==> config.mk <==
export PLATFORM = sky130hd
export DESIGN_NAME = plane_data_path
export DESIGN_NICKNAME = d
export VERILOG_FILES = /design/src/rtl/plane_dp_pkg.sv /design/src/rtl/plane_latch.sv /design/src/rtl/plane_write_unit.sv /design/src/rtl/plane_read_unit.sv /design/src/rtl/plane_data_path.sv
export SDC_FILE = /design/constraint.sdc
export NUM_CORES = 1
export LEC_CHECK = 0
export CAP_MARGIN = 15
export CORE_MARGIN = 2
export CORE_UTILIZATION = 54
export CTS_BUF_LIST = sky130_fd_sc_hd__clkbuf_4 sky130_fd_sc_hd__clkbuf_8
export CTS_CLUSTER_DIAMETER = 200
export DETAILED_ROUTE_END_ITERATION = 10
export HOLD_SLACK_MARGIN = 0.05
export PLACE_DENSITY = 0.94
export SYNTH_ARGS = -nofsm -noshare
export SYNTH_HDL_FRONTEND = slang
export SYNTH_SLANG_ARGS = --single-unit
==> constraint.sdc <==
create_clock -name clk -period 4.9 [get_ports clk]
set_input_delay 0.98 -clock clk [delete_from_list [all_inputs] [get_ports clk]]
set_output_delay 0.98 -clock clk [all_outputs]
set_load 0.02 [all_outputs]
==> src/rtl/plane_dp_pkg.sv <==
// Shared encodings for the four-plane data path.
// Assumes the mode fields arrive as plain 2-bit codes from control registers.
package plane_dp_pkg;
    typedef enum logic [1:0] {
        WM_SUBST  = 2'd0,
        WM_LATCH  = 2'd1,
        WM_SPREAD = 2'd2,
        WM_MASKED = 2'd3
    } wr_mode_e;

    typedef enum logic [1:0] {
        OP_PASS = 2'd0,
        OP_AND  = 2'd1,
        OP_OR   = 2'd2,
        OP_XOR  = 2'd3
    } alu_op_e;
endpackage

==> src/rtl/plane_latch.sv <==
// Holds one byte per plane, captured from the plane read bus on a read strobe.
// Assumes rd_stb marks the cycle in which plane_rdata is valid.
module plane_latch #(
    parameter int PLANES = 4,
    parameter int BYTE_W = 8,
    localparam int BUS_W = PLANES * BYTE_W
) (
    input  logic             clk,
    input  logic             rst_n,
    input  logic             rd_stb,
    input  logic [BUS_W-1:0] plane_rdata,
    output logic [BUS_W-1:0] latch_q
);
    // Capture read data, clear on reset.
    always_ff @(posedge clk) begin
        if (!rst_n)
            latch_q <= '0;
        else if (rd_stb)
            latch_q <= plane_rdata;
    end

    // a completed read shows up in the latch next cycle.
    a_r11_latch_load: assert property (@(posedge clk) disable iff (!rst_n)
        rd_stb |=> latch_q == $past(plane_rdata));

    // without a read the latch does not move.
    a_r11_latch_hold: assert property (@(posedge clk) disable iff (!rst_n)
        !rd_stb |=> $stable(latch_q));
endmodule

==> src/rtl/plane_write_unit.sv <==
// Combinational write-data generator, one slice per plane.
// Assumes the control fields are stable for the cycle in which they are used.
module plane_write_unit
    import plane_dp_pkg::*;
#(
    parameter int PLANES = 4,
    parameter int BYTE_W = 8,
    localparam int BUS_W = PLANES * BYTE_W,
    localparam int ROT_W = $clog2(BYTE_W)
) (
    input  logic              clk,
    input  logic              rst_n,
    input  logic [BYTE_W-1:0] host_wdata,
    input  logic [1:0]        wr_mode,
    input  logic [1:0]        logic_op,
    input  logic [ROT_W-1:0]  rot_cnt,
    input  logic [PLANES-1:0] set_rst,
    input  logic [PLANES-1:0] en_set_rst,
    input  logic [BYTE_W-1:0] bit_mask,
    input  logic [BUS_W-1:0]  latch_q,
    output logic [BUS_W-1:0]  plane_wdata
);
    wr_mode_e mode;
    alu_op_e  op;
    logic [2*BYTE_W-1:0] rot_wide;
    logic [BYTE_W-1:0]   rotated;
    logic [BYTE_W-1:0]   eff_mask;

    assign mode = wr_mode_e'(wr_mode);
    assign op   = alu_op_e'(logic_op);

    // Rotate host byte right by shifting a doubled copy.
    always_comb begin
        rot_wide = {host_wdata, host_wdata} >> rot_cnt;
        rotated  = rot_wide[BYTE_W-1:0];
        eff_mask = rotated & bit_mask;
    end

    for (genvar p = 0; p < PLANES; p++) begin : g_plane
        logic [BYTE_W-1:0] old_b;
        logic [BYTE_W-1:0] fill_b;
        logic [BYTE_W-1:0] src_b;
        logic [BYTE_W-1:0] alu_b;
        logic [BYTE_W-1:0] out_b;

        assign old_b  = latch_q[p*BYTE_W +: BYTE_W];
        assign fill_b = {BYTE_W{set_rst[p]}};

        // Pick the source byte for modes 0 and 2.
        always_comb begin
            if (mode == WM_SPREAD)
                src_b = {BYTE_W{host_wdata[p]}};
            else if (en_set_rst[p])
                src_b = fill_b;
            else
                src_b = rotated;
        end

        // Combine source with latch byte.
        always_comb begin
            case (op)
                OP_AND:  alu_b = src_b & old_b;
                OP_OR:   alu_b = src_b | old_b;
                OP_XOR:  alu_b = src_b ^ old_b;
                default: alu_b = src_b;
            endcase
        end

        // Final per-mode selection of the plane byte.
        always_comb begin
            case (mode)
                WM_LATCH:  out_b = old_b;
                WM_MASKED: out_b = (fill_b & eff_mask) | (old_b & ~eff_mask);
                default:   out_b = (alu_b & bit_mask) | (old_b & ~bit_mask);
            endcase
        end

        assign plane_wdata[p*BYTE_W +: BYTE_W] = out_b;
    end

    // mode 1 copies the latch regardless of other inputs.
    a_r5_latch_copy: assert property (@(posedge clk) disable iff (!rst_n)
        (wr_mode == 2'd1) |-> plane_wdata == latch_q);

    // in mode 3 a zero bit mask leaves every plane at the latch value.
    a_r7_zero_mask: assert property (@(posedge clk) disable iff (!rst_n)
        (wr_mode == 2'd3 && bit_mask == '0) |-> plane_wdata == latch_q);

    // in modes 0 and 2 a zero bit mask also keeps the latch.
    a_r4_mask_keeps: assert property (@(posedge clk) disable iff (!rst_n)
        (!wr_mode[0] && bit_mask == '0) |-> plane_wdata == latch_q);
endmodule

==> src/rtl/plane_read_unit.sv <==
// Forms the host read byte: one plane, or a per-bit colour match.
// Assumes plane_rdata is the live read data of the four planes.
module plane_read_unit #(
    parameter int PLANES = 4,
    parameter int BYTE_W = 8,
    localparam int BUS_W = PLANES * BYTE_W,
    localparam int SEL_W = $clog2(PLANES)
) (
    input  logic              clk,
    input  logic              rst_n,
    input  logic              rd_mode,
    input  logic [SEL_W-1:0]  rd_plane_sel,
    input  logic [PLANES-1:0] cmp_color,
    input  logic [PLANES-1:0] cmp_care,
    input  logic [BUS_W-1:0]  plane_rdata,
    output logic [BYTE_W-1:0] host_rdata
);
    logic [BYTE_W-1:0] sel_b;
    logic [BYTE_W-1:0] match_b;

    // Select one plane byte.
    assign sel_b = plane_rdata[rd_plane_sel*BYTE_W +: BYTE_W];

    for (genvar b = 0; b < BYTE_W; b++) begin : g_bit
        logic [PLANES-1:0] diff;
        for (genvar p = 0; p < PLANES; p++) begin : g_pl
            assign diff[p] = cmp_care[p] & (plane_rdata[p*BYTE_W + b] ^ cmp_color[p]);
        end
        assign match_b[b] = ~|diff;
    end

    // Choose between selected plane and match result.
    assign host_rdata = rd_mode ? match_b : sel_b;

    // with no cared planes every bit reports a match.
    a_r10_all_dont_care: assert property (@(posedge clk) disable iff (!rst_n)
        (rd_mode && cmp_care == '0) |-> host_rdata == '1);

    // plane-select mode returns plane 0 when selector is zero.
    a_r9_plane0: assert property (@(posedge clk) disable iff (!rst_n)
        (!rd_mode && rd_plane_sel == '0) |-> host_rdata == plane_rdata[BYTE_W-1:0]);
endmodule

==> src/rtl/plane_data_path.sv <==
// Top of the four-plane data path: latch, write generator, read former.
// Assumes at most one of wr_stb and rd_stb per cycle is meaningful to memory;
// the block itself does not arbitrate them.
module plane_data_path #(
    parameter int PLANES = 4,
    parameter int BYTE_W = 8,
    localparam int BUS_W = PLANES * BYTE_W,
    localparam int ROT_W = $clog2(BYTE_W),
    localparam int SEL_W = $clog2(PLANES)
) (
    input  logic              clk,
    input  logic              rst_n,
    input  logic              wr_stb,
    input  logic              rd_stb,
    input  logic [BYTE_W-1:0] host_wdata,
    input  logic [1:0]        wr_mode,
    input  logic [1:0]        logic_op,
    input  logic [ROT_W-1:0]  rot_cnt,
    input  logic [PLANES-1:0] set_rst,
    input  logic [PLANES-1:0] en_set_rst,
    input  logic [BYTE_W-1:0] bit_mask,
    input  logic [PLANES-1:0] map_mask,
    input  logic              rd_mode,
    input  logic [SEL_W-1:0]  rd_plane_sel,
    input  logic [PLANES-1:0] cmp_color,
    input  logic [PLANES-1:0] cmp_care,
    input  logic [BUS_W-1:0]  plane_rdata,
    output logic [BUS_W-1:0]  plane_wdata,
    output logic [PLANES-1:0] plane_we,
    output logic [BYTE_W-1:0] host_rdata
);
    logic [BUS_W-1:0] latch_q;

    plane_latch #(.PLANES(PLANES), .BYTE_W(BYTE_W)) u_latch (
        .clk         (clk),
        .rst_n       (rst_n),
        .rd_stb      (rd_stb),
        .plane_rdata (plane_rdata),
        .latch_q     (latch_q)
    );

    plane_write_unit #(.PLANES(PLANES), .BYTE_W(BYTE_W)) u_write (
        .clk         (clk),
        .rst_n       (rst_n),
        .host_wdata  (host_wdata),
        .wr_mode     (wr_mode),
        .logic_op    (logic_op),
        .rot_cnt     (rot_cnt),
        .set_rst     (set_rst),
        .en_set_rst  (en_set_rst),
        .bit_mask    (bit_mask),
        .latch_q     (latch_q),
        .plane_wdata (plane_wdata)
    );

    plane_read_unit #(.PLANES(PLANES), .BYTE_W(BYTE_W)) u_read (
        .clk          (clk),
        .rst_n        (rst_n),
        .rd_mode      (rd_mode),
        .rd_plane_sel (rd_plane_sel),
        .cmp_color    (cmp_color),
        .cmp_care     (cmp_care),
        .plane_rdata  (plane_rdata),
        .host_rdata   (host_rdata)
    );

    // Gate per-plane permission with the write strobe.
    assign plane_we = map_mask & {PLANES{wr_stb}};

    // no plane is enabled without a write strobe.
    a_r8_no_strobe: assert property (@(posedge clk) disable iff (!rst_n)
        !wr_stb |-> plane_we == '0);

    // enables never exceed the plane permissions.
    a_r8_within_mask: assert property (@(posedge clk) disable iff (!rst_n)
        (plane_we & ~map_mask) == '0);
endmodule

==> results.py, run 1 <==
metrics = {
    "sta": {
        "setup_violations": 1,
        "finalMaxSlewViolations": 0,
        "skew_ps": 0,
        "fin_crit_sh_pct": 102,
        "max-slew-margin-rel_pct": 33.9,
        "worst_pin_slew_ps": 990,
        "whs_ps": 590,
        "hold_viol": 0,
        "fin_ws_ps": -82.5,
        "max_clock_freq_mhz": 201,
        "period_needed_ps": 4980,
    },
    "synth": {
        "yosysTopAreaCell": "ha_1",
        "syn_avg_cell_area_um2": 7.51,
        "synthTopCellsByCount": "nand2_1 (82), inv_1 (81), ha_1 (64)",
        "yosysMostFrequentCell": "nand2_1",
        "yosysWarnings": 0,
        "ys_top_cells_by_area": "ha_1 (13%), dfxtp_1 (11%), mux2i_1 (8.5%), nor2b_1 (6.0%), a221o_1 (5.2%)",
        "seq_area_frac_synth_pct": 10.7,
        "synth_ff_type": "dfxtp_1",
        "async_reset_ff_share_pct": 0,
        "synth_cell_types": 42,
        "netlist_area_um2": 6010,
        "syn-num-nets": 947,
        "yosys_register_bits": 32,
        "synth_edf_count": 0,
        "synth_top_area_share_pct": 13.3,
        "postSynthCellCount": 801,
    },
    "power_and_ir_drop": {
        "p_total_mw": 1.48,
        "leakage_nw": 3.79,
        "power_density_nw_per_um2": 180,
        "max-vdd-ir-drop_uv": 134,
    },
    "drt": {
        "route.detailed.drc": 0,
        "wl_per_cell_um": 22.5,
        "vias": 7689,
        "drt_pre_antenna_iters": 7,
        "antenna_left": 0,
        "totalWireLength_um": 25300,
        "drt-initial-drc-count": 1657,
        "via_per_inst": 6.83,
    },
    "status": {
        "status": "finished, violations left",
        "violations": "negative setup slack",
    },
    "worst_setup_path": {
        "crit_fanout": 6,
        "cp_cell_sequence": "dlygate4sd2_1, buf_4, mux2i_1, mux4_2, buf_4, nor2_1, o21ai_0, ha_1, mux2i_1, a221o_1, a21o_1, a221oi_2, buf_4",
        "cp_data_required_time_ps": 3920,
        "crit_top_cell": "buf_4",
        "cp-start-kind": "input port",
        "critPathArrivalTime_ps": 4000,
        "endpoint_kind": "primary output",
        "path_class": "input port to primary output",
        "cpMaxStageDelayCell": "mux4_2",
        "critPathMaxStageDelay_ps": 580,
    },
    "cells_and_area": {
        "largestRegisters": "u_latch.latch_q: 32 flops",
        "final_util_pct": 76.1,
        "largest_register": "u_latch.latch_q",
        "final_layout_size_suffix_gt1_share_pct": 21.6,
        "syn2layout_area_growth_pct": 37.1,
        "num_antenna_cells": 0,
        "fin_area_um2": 8250,
        "largest_reg_flops": 32,
        "nNetsFinal": 1130,
    },
    "placed_design": {
        "hpwl_um": 17500,
        "place_area_um2": 7990,
        "gp_congestion": 0.982,
        "portBuffers": 125,
        "pre_cts_ws_ps": -686,
    },
    "grt": {
        "grt_usage_pct": 39.6,
        "grt_antenna_before_repair": 0,
        "grt_pass1_wl_um": 36900,
        "grt_pass1_vias": 7287,
        "grt-ovfl-total": 0,
        "grt_max_degree": 50,
    },
    "floorplanning": {
        "io_pins": 126,
        "start_util_pct": 55.5,
        "die_h_um": 110,
        "fp-row-count": 38,
        "die_x_um": 110,
        "die_area_um2": 12000,
        "core_region_area_um2": 10800,
    },
    "run": {
        "maxCapViolCount": 0,
    },
    "clock_tree": {
        "cts_hold_buf": 0,
        "cts_tree": "done",
        "cts.sinks": 32,
        "cts.clk_slew.worst_paths_ps": 70,
        "cts_buffers": 5,
        "clk_latency_ps": 290,
        "ctsLongestPathBuffers": 2,
        "cts_root_buffer": "clkbuf_8",
        "htreeDepth": 2,
    },
    "hold_path": {
        "hold_class": "flip-flop to flip-flop",
    },
}
-- metrics by stage --
stage	TNS, ps	instances
global placement	-14340	1108
detailed placement	-17210	1108
global route	-215	1125
finish	-82.5	1125
floorplan	0	801
CTS	-138	1122
-- cell type report --
| cell class | count | area [um^2] |
|---|---|---|
| clock buffer | 6 | 76.3 |
| clock inverter | 2 | 35.0 |
| fill | 663 | 2590 |
| inverter | 81 | 304 |
| multi-input combinational | 626 | 4970 |
| sequential | 32 | 641 |
| tap | 140 | 175 |
| timing repair buffer | 238 | 2050 |
-- critical path: cells and delay by family --
family / cells / cell delay (ps)
AND/OR/NAND/NOR: 1 / 70
buffers and inverters: 4 / 890
multiplexers: 3 / 800
adder cells (fa/ha/maj): 1 / 320
AO/OA/AOI/OAI: 4 / 940
-- per-layer routing --
layer | part of all wire, % | routed length (um) | vias up | track usage [%]
li1 | - | - | 3223 | -
met1 | 34 | 8540 | 3450 | 46.9
met2 | 44 | 11100 | 762 | 63.3
met3 | 13 | 3340 | 254 | 7.82
met4 | 9.4 | 2390 | 0 | 28.9
met5 | 0 | 0 | - | 0
-- where the power goes --
part           switching, mW  internal (mW)  leakage (nW)
Clock                  0.107          0.156        0.0586
Sequential            0.0299          0.276         0.264
Combinational          0.494          0.417          3.47
Total                  0.631          0.849          3.79
-- cell families (layout without fill, tap and decap cells) --
group	Yosys count	in the layout	synth area share (%)
AOI/OAI and AO/OA	218	218	26.7
buffers and inverters	143	327	9.45
DFF	32	32	10.7
muxes	71	71	14.5
xor gates and xnor gates	32	32	4.66
and+or+nand+nor	241	241	20.7
adders and majority gates	64	64	13.3
-- final timing paths --
kind                            slack [ps]                             start  cells after the start                          endpoint
worst max-delay path                   -80                     host_wdata[0]                     13                   plane_wdata[31]
worst min-delay path                   590  u_latch.latch_q[24]$_SDFFE_PN0P_                      2  u_latch.latch_q[24]$_SDFFE_PN0P_
worst max register to register        4010   u_latch.latch_q[4]$_SDFFE_PN0P_                      2   u_latch.latch_q[4]$_SDFFE_PN0P_
worst min register to register         590  u_latch.latch_q[24]$_SDFFE_PN0P_                      2  u_latch.latch_q[24]$_SDFFE_PN0P_
-- what timing repair did --
item / CTS / global route
cloned: 0 / 0
setup endpoints to repair: 32 / 32
gates resized for setup: 155 / 43
buffers inserted: 6 / 3
pin swaps: 3 / 6
-- layout by cell type, fill, tap and decap left out, types with 4 or more instances in the layout --
| master | netlist | layout |
|---|---|---|
| nand2b_1 | 8 | 7 |
| buf_4 | 0 | 110 |
| a22oi_1 | 16 | 16 |
| a221o_1 | 31 | 31 |
| mux4_2 | 12 | 12 |
| a221oi_2 | 5 | 17 |
| a21oi_1 | 36 | 36 |
| o21ai_0 | 51 | 42 |
| o211ai_1 | 11 | 11 |
| and2_1 | 4 | 4 |
| nor3b_1 | 30 | 30 |
| nor2b_1 | 58 | 58 |
| o21a_1 | 16 | 16 |
| a221oi_1 | 26 | 13 |
| dlygate4sd2_1 | 0 | 6 |
| dfxtp_1 | 32 | 32 |
| clkbuf_8 | 0 | 5 |
| nand2_1 | 82 | 81 |
| buf_12 | 1 | 4 |
| nor2_1 | 39 | 36 |
| buf_6 | 1 | 5 |
| inv_1 | 81 | 81 |
| a31oi_1 | 4 | 4 |
| clkdlybuf4s50_1 | 0 | 79 |
| dlymetal6s2s_1 | 0 | 7 |
| mux2_2 | 8 | 8 |
| buf_2 | 6 | 22 |
| ha_1 | 64 | 64 |
| o21ai_1 | 0 | 7 |
| nand3_1 | 8 | 8 |
| mux2i_1 | 51 | 50 |
| xor2_1 | 32 | 32 |
| a21o_1 | 10 | 10 |
No activity file was read; power rests on OpenSTA's default activity.
==> run 2, diff against run 1 <==
--- a/config.mk
+++ b/config.mk
@@ -5,14 +5,17 @@
 export SDC_FILE = /design/constraint.sdc
 export NUM_CORES = 1
 export LEC_CHECK = 0
+export ABC_AREA = 1
 export CAP_MARGIN = 15
 export CORE_MARGIN = 2
-export CORE_UTILIZATION = 54
+export CORE_UTILIZATION = 55
 export CTS_BUF_LIST = sky130_fd_sc_hd__clkbuf_4 sky130_fd_sc_hd__clkbuf_8
 export CTS_CLUSTER_DIAMETER = 200
 export DETAILED_ROUTE_END_ITERATION = 10
+export GPL_TIMING_DRIVEN = 0
 export HOLD_SLACK_MARGIN = 0.05
 export PLACE_DENSITY = 0.94
 export SYNTH_ARGS = -nofsm -noshare
 export SYNTH_HDL_FRONTEND = slang
+export SYNTH_HIERARCHICAL = 1
 export SYNTH_SLANG_ARGS = --single-unit
==> run 2 against run 1 <==
  * The flow now finishes without violations
  * Sequential share of layout area up 0.21 points
  * Via count up 11%
  * Clock skew did not move
  * Final cell count grew 40%
  * Register-to-register slack improved by 150 ps
  * Hold slack got worse by 83 ps
  * Sequential power hardly changed
  * Critical path depth rose by 7
  * Utilization shrank 6.6 points
  * Critical endpoint is now plane_wdata[4]
==> results.py, run 2 <==
metrics = {
    "clock_tree": {
        "cts_tree": "done",
        "cts.clk_slew.worst_paths_ps": 60,
        "cts_buffers": 5,
        "cts.sinks": 32,
        "cts_hold_buf": 0,
        "clk_latency_ps": 280,
        "htreeDepth": 2,
        "ctsLongestPathBuffers": 2,
        "cts_root_buffer": "clkbuf_8",
    },
    "power_and_ir_drop": {
        "leakage_nw": 4.95,
        "power_density_nw_per_um2": 161,
        "max-vdd-ir-drop_uv": 93.2,
    },
    "drt": {
        "via_per_inst": 5.39,
        "wl_per_cell_um": 15.1,
        "antenna_left": 0,
        "route.detailed.drc": 0,
        "drt_pre_antenna_iters": 7,
        "vias": 8506,
        "drt-initial-drc-count": 811,
        "totalWireLength_um": 23700,
    },
    "sta": {
        "setup_violations": 0,
        "whs_ps": 507,
        "skew_ps": 0,
        "period_needed_ps": 4730,
        "max-slew-margin-rel_pct": 38.1,
        "fin_crit_sh_pct": 96.5,
        "worst_pin_slew_ps": 926,
        "finalMaxSlewViolations": 0,
        "fin_tns_setup_ps": 0,
        "max_clock_freq_mhz": 211,
        "fin_ws_ps": 170,
        "hold_viol": 0,
    },
    "synth": {
        "yosysMostFrequentCell": "nand2_1",
        "netlist_area_um2": 6580,
        "synth_top_area_share_pct": 36.2,
        "synth_ff_type": "dfxtp_1",
        "yosysWarnings": 6,
        "async_reset_ff_share_pct": 0,
        "synth_cell_types": 25,
        "synth_edf_count": 0,
        "synthTopCellsByCount": "nand2_1 (634), inv_1 (174), nor2_1 (119)",
        "ys_top_cells_by_area": "nand2_1 (36%), ha_1 (12%), inv_1 (9.9%), dfxtp_1 (9.7%), nor2_1 (6.8%)",
        "syn-num-nets": 1466,
        "seq_area_frac_synth_pct": 9.73,
        "postSynthCellCount": 1320,
        "syn_avg_cell_area_um2": 4.99,
        "yosys_register_bits": 32,
        "yosysTopAreaCell": "nand2_1",
    },
    "placed_design": {
        "pre_cts_ws_ps": -278,
        "portBuffers": 106,
        "gp_congestion": 1.01,
        "hpwl_um": 18500,
        "place_area_um2": 7820,
    },
    "cells_and_area": {
        "mostFrequentLayoutCell": "nand2_1",
        "syn2layout_area_growth_pct": 22.0,
        "fin_area_um2": 8030,
        "largest_reg_flops": 32,
        "nNetsFinal": 1580,
        "layout_common_cells": "nand2_1 (626), inv_1 (173), nor2_1 (119), nand3_1 (85), clkdlybuf4s50_1 (75)",
        "largestRegisters": "u_latch/latch_q: 32 flops",
        "final_layout_size_suffix_gt1_share_pct": 5.65,
        "num_antenna_cells": 0,
        "largest_register": "u_latch/latch_q",
        "fill_cells": 1139,
    },
    "floorplanning": {
        "die_h_um": 113,
        "die_area_um2": 12900,
        "die_x_um": 113,
        "io_pins": 126,
        "fp-row-count": 39,
        "start_util_pct": 56.9,
        "core_region_area_um2": 11600,
    },
    "grt": {
        "grt_pass1_wl_um": 37300,
        "grt_usage_pct": 36.5,
        "gr-usage-met3_pct": 3.99,
        "met2_usage_pct": 61.7,
        "busiest_layer": "met2",
        "grt-ovfl-total": 0,
        "grt_pass1_vias": 7684,
        "grt_max_degree": 11,
        "globalRouteMet1Util_pct": 42.5,
        "grt_antenna_before_repair": 0,
    },
    "status": {
        "status": "completed",
    },
    "worst_setup_path": {
        "worstReg2RegEnd": "u_latch/latch_q[7]$_SDFFE_PN0P_",
        "crit_fanout": 5,
        "endpoint_kind": "primary output",
        "path_class": "input port to primary output",
        "startpoint": "host_wdata[1]",
        "r2r_start": "u_latch/latch_q[7]$_SDFFE_PN0P_",
        "critPathArrivalTime_ps": 3750,
        "reg2reg_slack_ps": 4160,
        "cp-start-kind": "input port",
        "cp_data_required_time_ps": 3920,
        "reg2regPathDepth": 2,
    },
    "hold_path": {
        "whs_endpoint": "u_latch/latch_q[17]$_SDFFE_PN0P_",
        "hold_depth": 2,
        "hold_class": "flip-flop to flip-flop",
        "min_from": "u_latch/latch_q[17]$_SDFFE_PN0P_",
    },
    "run": {
        "maxCapViolCount": 0,
    },
}
[run 2: worst max path at each step]
stage	end	slack, ps	cells past startpoint
final	plane_wdata[4]	170	20
after global routing	plane_wdata[4]	-30	20
after CTS	plane_wdata[10]	-20	17
after detailed placement	plane_wdata[17]	-280	17
after global placement	plane_wdata[17]	-250	17
after floorplan	plane_wdata[22]	1230	20
[run 2: metal layers]
metal,vias up,routed length [um],share of wire (%)
met3,133,2260,9.5
met5,-,0,0
met1,3643,8940,38
met2,506,10700,45
li1,4224,-,-
met4,0,1830,7.7
[run 2: kinds of logic (layout without fill, tap and decap cells)]
group / Yosys count / in the layout / synth area share, %
flip-flops: 32 / 32 / 9.73
buffers and inverters: 269 / 383 / 17.6
adder cells (fa/ha/maj): 64 / 64 / 12.2
AND/OR/NAND/NOR: 847 / 847 / 50.3
AO/OA/AOI/OAI: 108 / 108 / 10.2
[run 2: critical path, stage by stage]
cell and delay [ps]:
clkdlybuf4s50_1 580, nand2_1 100, nand3_1 120, nand3_1 90
nand2_2 140, nand2_1 70, nand2_1 70, nand2_1 80
nand2_1 100, inv_1 50, ha_1 270, nand2_1 50
o2111ai_1 120, nand2_1 80, clkinv_1 50, nand2_1 50
nand2_1 50, nand2_1 50, nand2_1 60, clkdlybuf4s50_1 600
[run 2: what timing repair did]
action | CTS | global route
resized for setup | 11 | 33
buffers inserted | 1 | 0
setup endpoints to repair | 32 | 30
gates cloned | 0 | 0
[run 2: power breakdown]
group / switching, mW / internal (mW) / leakage, nW
clock network: 0.0870 / 0.125 / 0.0503
registers: 0.0290 / 0.279 / 0.266
logic: 0.474 / 0.296 / 4.63
total: 0.590 / 0.699 / 4.95
[run 2: per-stage QoR]
step	std cells	util [%]	total power, mW
finish	1577	69.4	1.29
CTS	1577	68.7	1.28
global placement	1569	67.6	1.05
global route	1577	69.4	1.39
detailed placement	1569	67.6	1.07
floorplan	1320	-	0.786
[run 2: final cells by class]
| cell class | instances | area (um^2) | share of cell area (%) |
|---|---|---|---|
| plain buffers | 58 | 367 | 4.56 |
| clock buffers | 7 | 96.3 | 1.20 |
| well taps | 143 | 179 | 2.23 |
| flip-flops and latches | 32 | 641 | 7.98 |
| multi-input cells | 1019 | 4820 | 60.0 |
| repair buffers | 107 | 1130 | 14.1 |
| inverters | 211 | 798 | 9.94 |
